File: src/rtl/sdm_pkg.sv
package sdm_pkg;
  localparam int SDM_DATA_W  = 16;
  localparam int SDM_INTEG_W = 20;

  // largest magnitude an integrator of width w may hold (symmetric clip)
  function automatic int unsigned clip_limit(input int w);
    return (32'd1 << (w - 1)) - 32'd1;
  endfunction
endpackage

File: src/rtl/sdm_reset_sync.sv
module sdm_reset_sync #(
  parameter int STAGES = 2
) (
  input  logic clk,
  input  logic rst_n,
  output logic rst_sync_n
);
  logic [STAGES-1:0] chain_q;
  logic [STAGES-1:0] chain_d;

  always_comb begin
    chain_d = {chain_q[STAGES-2:0], 1'b1};
  end

  always_ff @(posedge clk or negedge rst_n) begin
    if (!rst_n) chain_q <= '0;
    else        chain_q <= chain_d;
  end

  assign rst_sync_n = chain_q[STAGES-1];
endmodule

File: src/rtl/sdm_sat_integrator.sv
module sdm_sat_integrator #(
  parameter int IW = sdm_pkg::SDM_INTEG_W
) (
  input  logic                 clk,
  input  logic                 rst_n,
  input  logic                 en,
  input  logic signed [IW-1:0] add_i,
  input  logic signed [IW-1:0] sub_i,
  output logic signed [IW-1:0] acc_d_o,
  output logic signed [IW-1:0] acc_q_o
);
  localparam int SW = IW + 2;
  localparam logic signed [SW-1:0] LIM_POS = SW'(sdm_pkg::clip_limit(IW));
  localparam logic signed [SW-1:0] LIM_NEG = -LIM_POS;

  logic signed [SW-1:0] sum_w;
  logic signed [IW-1:0] acc_q;
  logic signed [IW-1:0] acc_sat;

  always_comb begin
    sum_w = {{2{acc_q[IW-1]}}, acc_q}
          + {{2{add_i[IW-1]}}, add_i}
          - {{2{sub_i[IW-1]}}, sub_i};
    if (sum_w > LIM_POS)      acc_sat = LIM_POS[IW-1:0];
    else if (sum_w < LIM_NEG) acc_sat = LIM_NEG[IW-1:0];
    else                      acc_sat = sum_w[IW-1:0];
  end

  always_ff @(posedge clk or negedge rst_n) begin
    if (!rst_n)  acc_q <= '0;
    else if (en) acc_q <= acc_sat;
  end

  assign acc_d_o = acc_sat;
  assign acc_q_o = acc_q;


  integ_hold_chk: assert property (@(posedge clk) disable iff (!rst_n)
    !en |=> $stable(acc_q_o));


  no_wrap_pos_chk: assert property (@(posedge clk) disable iff (!rst_n)
    (en && !acc_q_o[IW-1] && (add_i >= sub_i)) |=> !acc_q_o[IW-1]);


  no_wrap_neg_chk: assert property (@(posedge clk) disable iff (!rst_n)
    (en && acc_q_o[IW-1] && (add_i <= sub_i)) |=> acc_q_o[IW-1]);
endmodule

File: src/rtl/sdm_quantizer.sv
module sdm_quantizer #(
  parameter int DW = sdm_pkg::SDM_DATA_W,
  parameter int IW = sdm_pkg::SDM_INTEG_W
) (
  input  logic                 clk,
  input  logic                 rst_n,
  input  logic                 en,
  input  logic                 level_neg_i,
  output logic                 bit_o,
  output logic signed [IW-1:0] fb_o
);
  localparam logic signed [IW-1:0] FB_HI = IW'((1 << (DW - 1)) - 1);
  localparam logic signed [IW-1:0] FB_LO = -IW'(1 << (DW - 1));

  logic bit_q;
  logic bit_d;

  always_comb begin
    bit_d = en ? !level_neg_i : bit_q;
  end

  always_ff @(posedge clk or negedge rst_n) begin
    if (!rst_n) bit_q <= 1'b0;
    else        bit_q <= bit_d;
  end

  assign bit_o = bit_q;
  assign fb_o  = bit_q ? FB_HI : FB_LO;
endmodule

File: src/rtl/sdm_bitstream_mod.sv
module sdm_bitstream_mod #(
  parameter int DW = sdm_pkg::SDM_DATA_W,
  parameter int IW = sdm_pkg::SDM_INTEG_W
) (
  input  logic          clk,
  input  logic          rst_n,
  input  logic          ce,
  input  logic [DW-1:0] sample_i,
  output logic          bit_o
);
  logic                 rst_core_n;
  logic signed [IW-1:0] x_ext;
  logic signed [IW-1:0] fb_w;
  logic signed [IW-1:0] i1_d;
  logic signed [IW-1:0] i1_q;
  logic signed [IW-1:0] i2_d;
  logic signed [IW-1:0] i2_q;
  logic                 bit_w;

  sdm_reset_sync #(.STAGES(2)) rsync_i (
    .clk        (clk),
    .rst_n      (rst_n),
    .rst_sync_n (rst_core_n)
  );

  always_comb begin
    x_ext = {{(IW-DW){sample_i[DW-1]}}, sample_i};
  end

  sdm_sat_integrator #(.IW(IW)) integ1_i (
    .clk     (clk),
    .rst_n   (rst_core_n),
    .en      (ce),
    .add_i   (x_ext),
    .sub_i   (fb_w),
    .acc_d_o (i1_d),
    .acc_q_o (i1_q)
  );

  sdm_sat_integrator #(.IW(IW)) integ2_i (
    .clk     (clk),
    .rst_n   (rst_core_n),
    .en      (ce),
    .add_i   (i1_d),
    .sub_i   (fb_w),
    .acc_d_o (i2_d),
    .acc_q_o (i2_q)
  );

  sdm_quantizer #(.DW(DW), .IW(IW)) quant_i (
    .clk         (clk),
    .rst_n       (rst_core_n),
    .en          (ce),
    .level_neg_i (i2_d[IW-1]),
    .bit_o       (bit_w),
    .fb_o        (fb_w)
  );

  assign bit_o = bit_w;


  bit_hold_chk: assert property (@(posedge clk) disable iff (!rst_core_n)
    !ce |=> $stable(bit_o));


  bit_sign_chk: assert property (@(posedge clk) disable iff (!rst_core_n)
    ce |=> (bit_o == !i2_q[IW-1]));
endmodule

File: config.mk
export PLATFORM = sky130hd
export DESIGN_NAME = sdm_bitstream_mod
export DESIGN_NICKNAME = d
export VERILOG_FILES = /design/src/rtl/sdm_pkg.sv /design/src/rtl/sdm_reset_sync.sv /design/src/rtl/sdm_sat_integrator.sv /design/src/rtl/sdm_quantizer.sv /design/src/rtl/sdm_bitstream_mod.sv
export SDC_FILE = /design/constraint.sdc
export NUM_CORES = 1
export LEC_CHECK = 0
export ABC_AREA = 1
export CAP_MARGIN = 15
export CORE_MARGIN = 2
export CORE_UTILIZATION = 30
export CTS_CLUSTER_DIAMETER = 100
export DETAILED_ROUTE_END_ITERATION = 8
export PLACE_DENSITY = 0.57
export SYNTH_ARGS = -nofsm -noshare
export SYNTH_HDL_FRONTEND = slang
export SYNTH_SLANG_ARGS = --single-unit
File: constraint.sdc
create_clock -name clk -period 1.7 [get_ports clk]
set_input_delay 0.425 -clock clk [delete_from_list [all_inputs] [get_ports clk]]
set_output_delay 0.425 -clock clk [all_outputs]
set_load 0.02 [all_outputs]
==> qor.csv, run 1 <==
stage,metric,value,unit
clock_network,clk_lat worst skew,0.29,ns
die,num ports,20,
logic_synthesis,Yosys top cell by area,nand2_1,
sta,final hold slack,0.104,ns
sta,RSZ-0062 raised after global routing,true,
critical_path,CP Buf/Inv Count,11,
logic_synthesis,"top cells by area, synth","nand2_1 (19%), dfrtp_1 (16%), ha_1 (16%), inv_1 (7.2%), a21oi_1 (5.8%)",
die,Die H,152,um
cells_and_area,nets,1485,
clock_network,Root Driver,clkbuf_16,
clock_network,Num CTS Buffers,5,
logic_synthesis,Synth Cell Area,0.00656,mm^2
critical_path,r2r setup slk,-5.57,ns
place,area post-placement,0.00923,mm^2
global_routing,first-pass GRT wire length,36200,um
outcome,status,"finished, violations left",
global_routing,GRT met2 Usage,0.344,
die,Row Count,54,
sta,min Tclk post-route,7.27,ns
critical_path,RR Endpoint,integ2_i.acc_q_o[4],
routing,"antenna viol nets, final",0,
critical_path,r2r startpoint,integ1_i.acc_q_o[0],
clock_network,Bufs on Longest Clock Path,2,
job,max-cap viol count,0,
place,Final HPWL DP,16900,um
critical_path,crit path kind,reg2reg,
critical_path,CP max FO,8,
outcome,failing checks,negative setup slack,
sta,Final TNS setup,-162.91,ns
sta,Max Fclk,0.138,GHz
clock_network,clock transition at the registers of the reported paths,0.06,ns
die,Initial Util,0.303,
routing,Avg WL per Cell,14.2,um
global_routing,antenna violations before repair,0,
global_routing,vias in the first global route,7758,
routing,First-pass DRT Iterations,5,
global_routing,GRT busiest layer,met2,
global_routing,largest net degree at the start of global routing,22,
logic_synthesis,XOR/XNOR Fraction of Synth Area,0.0651,
critical_path,startpoint types,flop,
logic_synthesis,instance count of the mapped netlist,1028,
critical_path,CP Capture Type,flop,
clock_network,CTS Hold Bufs,0,
critical_path,FF-to-FF path depth,49,
sta,# setup viols final,41,
global_routing,All-Layer GR Usage,0.188,
logic_synthesis,top_reg_cell synth,dfrtp_1,
logic_synthesis,syn_area_per_cell,6.38,um^2
global_routing,met3 usage,0.0108,
logic_synthesis,number of synthesized flops with an enable pin,0,
logic_synthesis,simple-gate portion of the synthesized area,0.366,
critical_path,CP peak stage delay,0.43,ns
die,total core area,0.0216,mm^2
cells_and_area,layout cells sized above 1,0.508,
min_path,Hold WC Path Type,reg2async,
logic_synthesis,Yosys reg bits,43,
routing,"wirelength, routed",23500,um
logic_synthesis,area share of the largest cell type after synthesis,0.190,
cells_and_area,Area growth syn-to-layout,78.5,%
clock_network,clk sinks,43,
place,Placement Setup Slack,-6.39,ns
cells_and_area,Ant. Diodes,0,
routing,via density per instance,4.75,
critical_path,largest delay contributor family on the critical path,simple AND/OR/NAND/NOR gates,
logic_synthesis,largest family of logic cells by synthesized area,simple AND/OR/NAND/NOR gates,
global_routing,met1 Resource Use GR,0.239,
logic_synthesis,Mapped Nets,1135,
cells_and_area,area occupied by registers,0.00108,mm^2
cells_and_area,Filler cells,1965,
clock_network,CTS tree,done,
cells_and_area,area of the multi-input gates,0.00671,mm^2
logic_synthesis,distinct cell type count after synthesis,43,
routing,total number of vias,7872,
logic_synthesis,post-synthesis mux area share,0,
critical_path,CP Data Arrival Time,7.48,ns
place,GP Congestion,0.894,
logic_synthesis,Ys Warns,0,
global_routing,grt ovf,0,
clock_network,H-tree depth,2,
die,die area,0.0230,mm^2
sta,Final WS setup,-5.57,ns
critical_path,Critical Path RT,1.92,ns
sta,final hold vios,0,
routing,DR iter-0 viols,232,
routing,drc violations,0,
logic_synthesis,ys async rst share,1.00,
die,Die Wd,152,um
place,number of port buffers,19,
cells_and_area,post-route cell area,0.0117,mm^2
sta,Setup Skew,0.00750,ns
critical_path,highest-delay cell along the critical path,ha_2,
logic_synthesis,adder-cell area share of the yosys netlist,0.173,
critical_path,most frequent CP cell,buf_4,
logic_synthesis,Synth Area in Compound Gates,0.144,
sta,max-slew violation count,0,
sta,crit share post-route,4.28,
logic_synthesis,"Seq/Total Area, Yosys",0.164,
cells in the mapped netlist (2+ instances only):
library cell / instances
nor2_1: 74
a21oi_1: 76
ha_1: 84
xor2_2: 2
clkbuf_1: 5
nor4_1: 3
o211ai_1: 3
nand3_2: 3
o21bai_1: 4
a21oi_2: 14
buf_2: 2
nand2_2: 37
nor2_2: 3
o21ai_0: 33
nand2_4: 3
xor2_1: 32
fa_1: 4
a21o_1: 6
inv_1: 125
xnor2_1: 13
a31oi_1: 7
nand3b_1: 10
dfrtp_1: 43
inv_2: 4
and2_1: 3
buf_6: 4
nor3_1: 11
o31ai_1: 2
a21oi_4: 3
nand3_1: 57
o21a_1: 2
nand2_1: 332
nand4_1: 14
cell type report:
cell class	instances	area share
clock buffers	7	0.0130
multi-input cells	848	0.574
flip-flops and latches	43	0.0922
clock inverters	1	0.000642
inverters	129	0.0428
well taps	280	0.0299
repair buffers	351	0.248
worst max-delay path by stage:
| stage | slack [ns] | endpoint | cells past startpoint | startpoint |
|---|---|---|---|---|
| after floorplan | -4.78 | integ2_i.acc_q_o[13] | 45 | sample_i[0] |
| after global placement | -6.39 | integ2_i.acc_q_o[0] | 52 | sample_i[0] |
| after detailed placement | -6.39 | integ2_i.acc_q_o[0] | 52 | sample_i[0] |
| after CTS | -5.34 | integ2_i.acc_q_o[16] | 52 | integ1_i.acc_q_o[0] |
| after global routing | -5.89 | integ2_i.acc_q_o[4] | 49 | integ1_i.acc_q_o[0] |
| final | -5.57 | integ2_i.acc_q_o[4] | 49 | integ1_i.acc_q_o[0] |
logic make-up after synthesis:
family / count (synthesis)
AND/OR/NAND/NOR: 553
AO/OA/AOI/OAI: 155
buffers and inverters: 141
adder cells (fa/ha/maj): 88
XOR/XNOR: 47
flip-flops: 43
other: 1
through the flow:
stage / instances / util
floorplan: 1028 / -
global placement: 1578 / 0.427
detailed placement: 1578 / 0.427
CTS: 1628 / 0.483
global route: 1659 / 0.541
finish: 1659 / 0.541
per-layer routing:
layer | vias up | wire, um
met4 | 0 | 703
met2 | 90 | 12100
li1 | 4048 | -
met5 | - | 0
met3 | 43 | 390
met1 | 3691 | 10400
sequential cells by signal, summed over array words and instances (netlist names):
signal            count
integ1_i.acc_q_o     20
integ2_i.acc_q_o     20
quant_i.bit_o         1
rsync_i.chain_q       2
cells in the final DEF, fill, tap and decap left out, types with 30 or more instances in the layout:
| cell type | Yosys | routed |
|---|---|---|
| dfrtp_1 | 43 | 41 |
| a21oi_1 | 76 | 30 |
| a21oi_2 | 14 | 50 |
| ha_4 | 0 | 32 |
| nand2_2 | 37 | 93 |
| nand2_4 | 3 | 40 |
| inv_1 | 125 | 112 |
| ha_1 | 84 | 49 |
| buf_4 | 0 | 298 |
| nand2_1 | 332 | 237 |
| nand3_1 | 57 | 41 |
| nor2_1 | 74 | 44 |
timing repair:
| action | 4_1_cts | 5_1_grt |
|---|---|---|
| buffers inserted | 41 | 32 |
| gates cloned | 3 | 3 |
| pin swaps | 79 | 102 |
| resized for setup | 157 | 243 |
| setup endpoints to repair | 42 | 42 |
Power of run 1 is left out: the tool's default activity adds up to more than one toggle a clock period on the data nets, which glitch-free logic cannot reach.
==> run 2, diff against run 1 <==
--- a/config.mk
+++ b/config.mk
@@ -12,6 +12,7 @@
 export CTS_CLUSTER_DIAMETER = 100
 export DETAILED_ROUTE_END_ITERATION = 8
 export PLACE_DENSITY = 0.57
+export REMOVE_ABC_BUFFERS = 1
 export SYNTH_ARGS = -nofsm -noshare
 export SYNTH_HDL_FRONTEND = slang
 export SYNTH_SLANG_ARGS = --single-unit
==> constraint.sdc (replaced) <==
create_clock -name clk -period 6.9 [get_ports clk]
set_input_delay 1.725 -clock clk [delete_from_list [all_inputs] [get_ports clk]]
set_output_delay 1.725 -clock clk [all_outputs]
set_load 0.02 [all_outputs]
==> qor.csv, run 2 (synthesis results as in run 1) <==
stage,metric,value,unit
global_routing,vias in the first global route,7687,
place,GP Congestion,0.910,
critical_path,CP peak stage delay,0.35,ns
min_path,Hold Crit Start,rsync_i.chain_q[0],
outcome,failing checks,negative setup slack,
critical_path,CP Data Arrival Time,8.38,ns
clock_network,clock transition at the registers of the reported paths,0.06,ns
global_routing,antenna violations before repair,0,
sta,Setup Skew,0.00802,ns
job,max-cap viol count,0,
sta,max-slew violation count,0,
die,die area,0.0230,mm^2
die,total core area,0.0216,mm^2
cells_and_area,nets,1457,
routing,DR iter-0 viols,279,
clock_network,CTS tree,done,
global_routing,largest net degree at the start of global routing,43,
critical_path,most frequent CP cell,nand2_1,
critical_path,r2r startpoint,integ1_i.acc_q_o[2],
routing,Avg WL per Cell,13.8,um
place,Final HPWL DP,16300,um
critical_path,startpoint types,primary input,
sta,# setup viols final,21,
cells_and_area,Filler cells,2055,
clock_network,Root Driver,clkbuf_16,
min_path,Hold WC Path Type,reg2reg,
critical_path,CP Capture Type,flop,
critical_path,Critical Path RT,7.12,ns
sta,crit share post-route,1.18,
global_routing,grt ovf,0,
die,Row Count,54,
sta,min Tclk post-route,8.16,ns
cells_and_area,area of the multi-input gates,0.00619,mm^2
cells_and_area,layout cells sized above 1,0.443,
sta,Final WS setup,-1.26,ns
routing,First-pass DRT Iterations,4,
global_routing,All-Layer GR Usage,0.186,
clock_network,clk_lat worst skew,0.30,ns
outcome,status,"finished, violations left",
routing,"wirelength, routed",22600,um
clock_network,clk sinks,43,
min_path,worst hold stages,0,
cells_and_area,"commonest non-fill, non-tap cells in the layout","buf_4 (293), nand2_1 (289), inv_1 (118), nand2_2 (69), nor2_1 (56)",
cells_and_area,Ant. Diodes,0,
clock_network,H-tree depth,2,
critical_path,RR Endpoint,integ2_i.acc_q_o[2],
critical_path,CP max FO,7,
global_routing,first-pass GRT wire length,35900,um
routing,"antenna viol nets, final",0,
die,Die H,152,um
die,Die Wd,152,um
min_path,Hold Path End,rsync_i.chain_q[1],
place,number of port buffers,19,
die,num ports,20,
clock_network,Bufs on Longest Clock Path,2,
die,Initial Util,0.303,
place,Placement Setup Slack,-2.58,ns
critical_path,r2r setup slk,-0.12,ns
routing,drc violations,0,
critical_path,crit path kind,in2reg,
sta,final hold vios,0,
cells_and_area,area occupied by registers,0.00108,mm^2
sta,slew margin rel.,0.380,
sta,RSZ-0062 raised after global routing,true,
sta,Worst-Margin Slew,0.930,ns
clock_network,Num CTS Buffers,5,
sta,final hold slack,0.353,ns
cells_and_area,"commonest non-fill, non-tap cell in the layout",buf_4,
critical_path,FF-to-FF path depth,47,
routing,total number of vias,7671,
cells_and_area,Area growth syn-to-layout,65.0,%
routing,via density per instance,4.70,
critical_path,highest-delay cell along the critical path,ha_1,
sta,Max Fclk,0.122,GHz
[run 2: worst max path at each step]
stage,from,to,slack [ns],cells past startpoint
finish,sample_i[9],integ2_i.acc_q_o[2],-1.26,48
global placement,sample_i[2],integ2_i.acc_q_o[0],-2.51,47
CTS,sample_i[0],integ2_i.acc_q_o[6],-1.18,46
detailed placement,sample_i[0],integ2_i.acc_q_o[3],-2.58,47
global route,sample_i[11],integ2_i.acc_q_o[9],-1.74,49
floorplan,sample_i[0],integ2_i.acc_q_o[0],-1.65,46
[run 2: final cells by class]
class                   instances  share of cell area
repair buffers                324               0.234
clock inverters                 2             0.00324
well taps                     280              0.0324
flip-flops and latches         43              0.0996
inverters                     129              0.0452
clock buffers                   6              0.0128
multi-input cells             847               0.573
[run 2: worst max-delay path: cells and delay by family]
| kind | cells | cell delay [ns] |
|---|---|---|
| buffers and inverters | 9 | 1.37 |
| XOR/XNOR | 3 | 0.59 |
| AND/OR/NAND/NOR | 19 | 1.78 |
| AO/OA/AOI/OAI | 13 | 1.69 |
| adder cells (fa/ha/maj) | 4 | 1.18 |
[run 2: metal layers]
layer,vias up,GRT usage,part of all wire
met2,88,0.343,0.51
met3,33,0.0108,0.022
met5,-,0,0
met1,3554,0.233,0.45
li1,3996,-,-
met4,0,0.0543,0.022
[run 2: repair_timing]
| item | 4_1_cts | 5_1_grt |
|---|---|---|
| endpoints found under the hold margin | 0 | 0 |
| resized for setup | 194 | 121 |
| setup endpoints to repair | 21 | 21 |
| setup buffers | 46 | 14 |
| hold buffers | 0 | 0 |
| gates cloned | 3 | 1 |
| pin swaps | 83 | 61 |
[run 2: per-stage QoR]
| step | std cells | TNS (ns) | instance area [um^2] | util |
|---|---|---|---|---|
| floorplan | 1016 | -31.75 | 6460 | - |
| global placement | 1562 | -51.39 | 8860 | 0.410 |
| detailed placement | 1562 | -53.29 | 8860 | 0.410 |
| CTS | 1618 | -24.37 | 10100 | 0.469 |
| global route | 1631 | -35.82 | 10800 | 0.500 |
| finish | 1631 | -25.90 | 10800 | 0.500 |
Power of run 2 is left out for the same reason.
==> run 3, diff against run 2 <==
--- a/config.mk
+++ b/config.mk
@@ -13,6 +13,7 @@
 export DETAILED_ROUTE_END_ITERATION = 8
 export PLACE_DENSITY = 0.57
 export REMOVE_ABC_BUFFERS = 1
+export SKIP_LAST_GASP = 1
 export SYNTH_ARGS = -nofsm -noshare
 export SYNTH_HDL_FRONTEND = slang
 export SYNTH_SLANG_ARGS = --single-unit
==> qor.csv, run 3 (synthesis results as in run 1) <==
stage,metric,value,unit
outcome,status,"finished, violations left",
outcome,failing checks,negative setup slack,
routing,M1 WL,10200,um
global_routing,largest net degree at the start of global routing,43,
clock_network,Root Driver,clkbuf_16,
routing,max layer used,met4,
routing,drc violations,0,
routing,total number of vias,7662,
routing,"antenna viol nets, final",0,
die,Die H,152,um
sta,slew margin rel.,0.377,
critical_path,CP peak stage delay,0.35,ns
sta,# setup viols final,21,
routing,via density per instance,4.70,
die,Die Wd,152,um
global_routing,All-Layer GR Usage,0.186,
sta,crit share post-route,1.18,
routing,First-pass DRT Iterations,4,
critical_path,CP Data Arrival Time,8.37,ns
die,total core area,0.0216,mm^2
place,number of port buffers,19,
clock_network,Bufs on Longest Clock Path,2,
critical_path,crit path capture,integ2_i.acc_q_o[2],
sta,min Tclk post-route,8.15,ns
critical_path,r2r setup slk,-0.12,ns
sta,final hold slack,0.353,ns
place,GP Congestion,0.910,
sta,Final TNS setup,-25.61,ns
clock_network,clk sinks,43,
critical_path,highest-delay cell along the critical path,ha_1,
sta,Setup Skew,0.00788,ns
cells_and_area,Area growth syn-to-layout,64.9,%
die,die area,0.0230,mm^2
global_routing,first-pass GRT wire length,35900,um
die,num ports,20,
global_routing,vias in the first global route,7687,
cells_and_area,layout cells sized above 1,0.442,
sta,final hold vios,0,
routing,DR WL met2,11400,um
routing,DR iter-0 viols,274,
clock_network,Num CTS Buffers,5,
cells_and_area,Ant. Diodes,0,
sta,RSZ-0062 raised after global routing,true,
cells_and_area,Layout Cells excl Fill,1631,
critical_path,Critical Path RT,7.12,ns
global_routing,grt ovf,0,
clock_network,clk_lat worst skew,0.30,ns
cells_and_area,Filler cells,2055,
place,DP Cell Count,1562,
routing,met3 wire length,396,um
routing,"wirelength, routed",22500,um
routing,Avg WL per Cell,13.8,um
cells_and_area,"commonest non-fill, non-tap cell in the layout",buf_4,
critical_path,startpoint types,primary input,
place,Final HPWL DP,16300,um
critical_path,r2r startpoint,integ1_i.acc_q_o[2],
critical_path,CP max FO,7,
sta,Final WS setup,-1.25,ns
clock_network,H-tree depth,2,
global_routing,antenna violations before repair,0,
cells_and_area,"commonest non-fill, non-tap cells in the layout","buf_4 (293), nand2_1 (289), inv_1 (118), nand2_2 (69), nor2_1 (56)",
job,max-cap viol count,0,
critical_path,RR Endpoint,integ2_i.acc_q_o[2],
critical_path,CP Launch Point,sample_i[9],
cells_and_area,nets,1457,
min_path,Hold WC Path Type,reg2reg,
critical_path,crit path kind,in2reg,
sta,Worst-Margin Slew,0.935,ns
die,Row Count,54,
cells_and_area,Final Core Density,0.500,
clock_network,clock transition at the registers of the reported paths,0.06,ns
critical_path,most frequent CP cell,nand2_1,
clock_network,CTS tree,done,
die,Initial Util,0.303,
sta,max-slew violation count,0,
critical_path,FF-to-FF path depth,47,
clock_network,CTS Hold Bufs,0,
critical_path,CP Capture Type,flop,
sta,Max Fclk,0.123,GHz
run 3: cell types whose count changed in the layout (fill, tap and decap cells not counted):
cell / before / now
xnor2_2: 3 / 2
o21ai_1: 18 / 17
xnor2_1: 10 / 11
o21ai_0: 8 / 9
run 3: critical path, delay by kind of cell:
family / cells / cell delay (ns)
AOI/OAI and AO/OA: 13 / 1.68
adders and majority gates: 4 / 1.18
buffers and inverters: 9 / 1.38
xor gates and xnor gates: 3 / 0.59
and+or+nand+nor: 19 / 1.76
run 3: metal layers:
| metal | GRT usage | vias to the layer above |
|---|---|---|
| li1 | - | 3994 |
| met3 | 0.0108 | 29 |
| met2 | 0.343 | 77 |
| met1 | 0.233 | 3562 |
| met5 | 0 | - |
| met4 | 0.0543 | 0 |
run 3: worst min-delay path by stage:
stage                             startpoint                 end  depth (start not counted)
final                     rsync_i.chain_q[0]  rsync_i.chain_q[1]                          0
after global routing      rsync_i.chain_q[0]  rsync_i.chain_q[1]                          0
after CTS                 rsync_i.chain_q[0]  rsync_i.chain_q[1]                          0
after detailed placement  rsync_i.chain_q[0]  rsync_i.chain_q[1]                          0
after global placement    rsync_i.chain_q[0]  rsync_i.chain_q[1]                          0
after floorplan           rsync_i.chain_q[0]  rsync_i.chain_q[1]                          0
run 3: cell type report:
class | count | area [um^2] | share of cell area
multi-input combinational | 847 | 6190 | 0.572
timing repair buffer | 324 | 2530 | 0.234
sequential | 43 | 1080 | 0.0997
inverter | 129 | 489 | 0.0453
tap | 280 | 350 | 0.0324
clock buffer | 6 | 139 | 0.0129
clock inverter | 2 | 35.0 | 0.00324
run 3: timing repair:
item | in CTS | in global routing
setup buffers | 46 | 14
gates cloned | 3 | 1
pin swaps | 83 | 60
resized for setup | 194 | 119
hold endpoints to repair | 0 | 0
setup endpoints to repair | 21 | 21
run 3: metrics by stage:
stage	setup WS, ns	instance area [um^2]
floorplan	-1.65	6460
global placement	-2.51	8860
detailed placement	-2.58	8860
CTS	-1.18	10100
global route	-1.75	10800
finish	-1.25	10800
Power of run 3 is left out for the same reason.
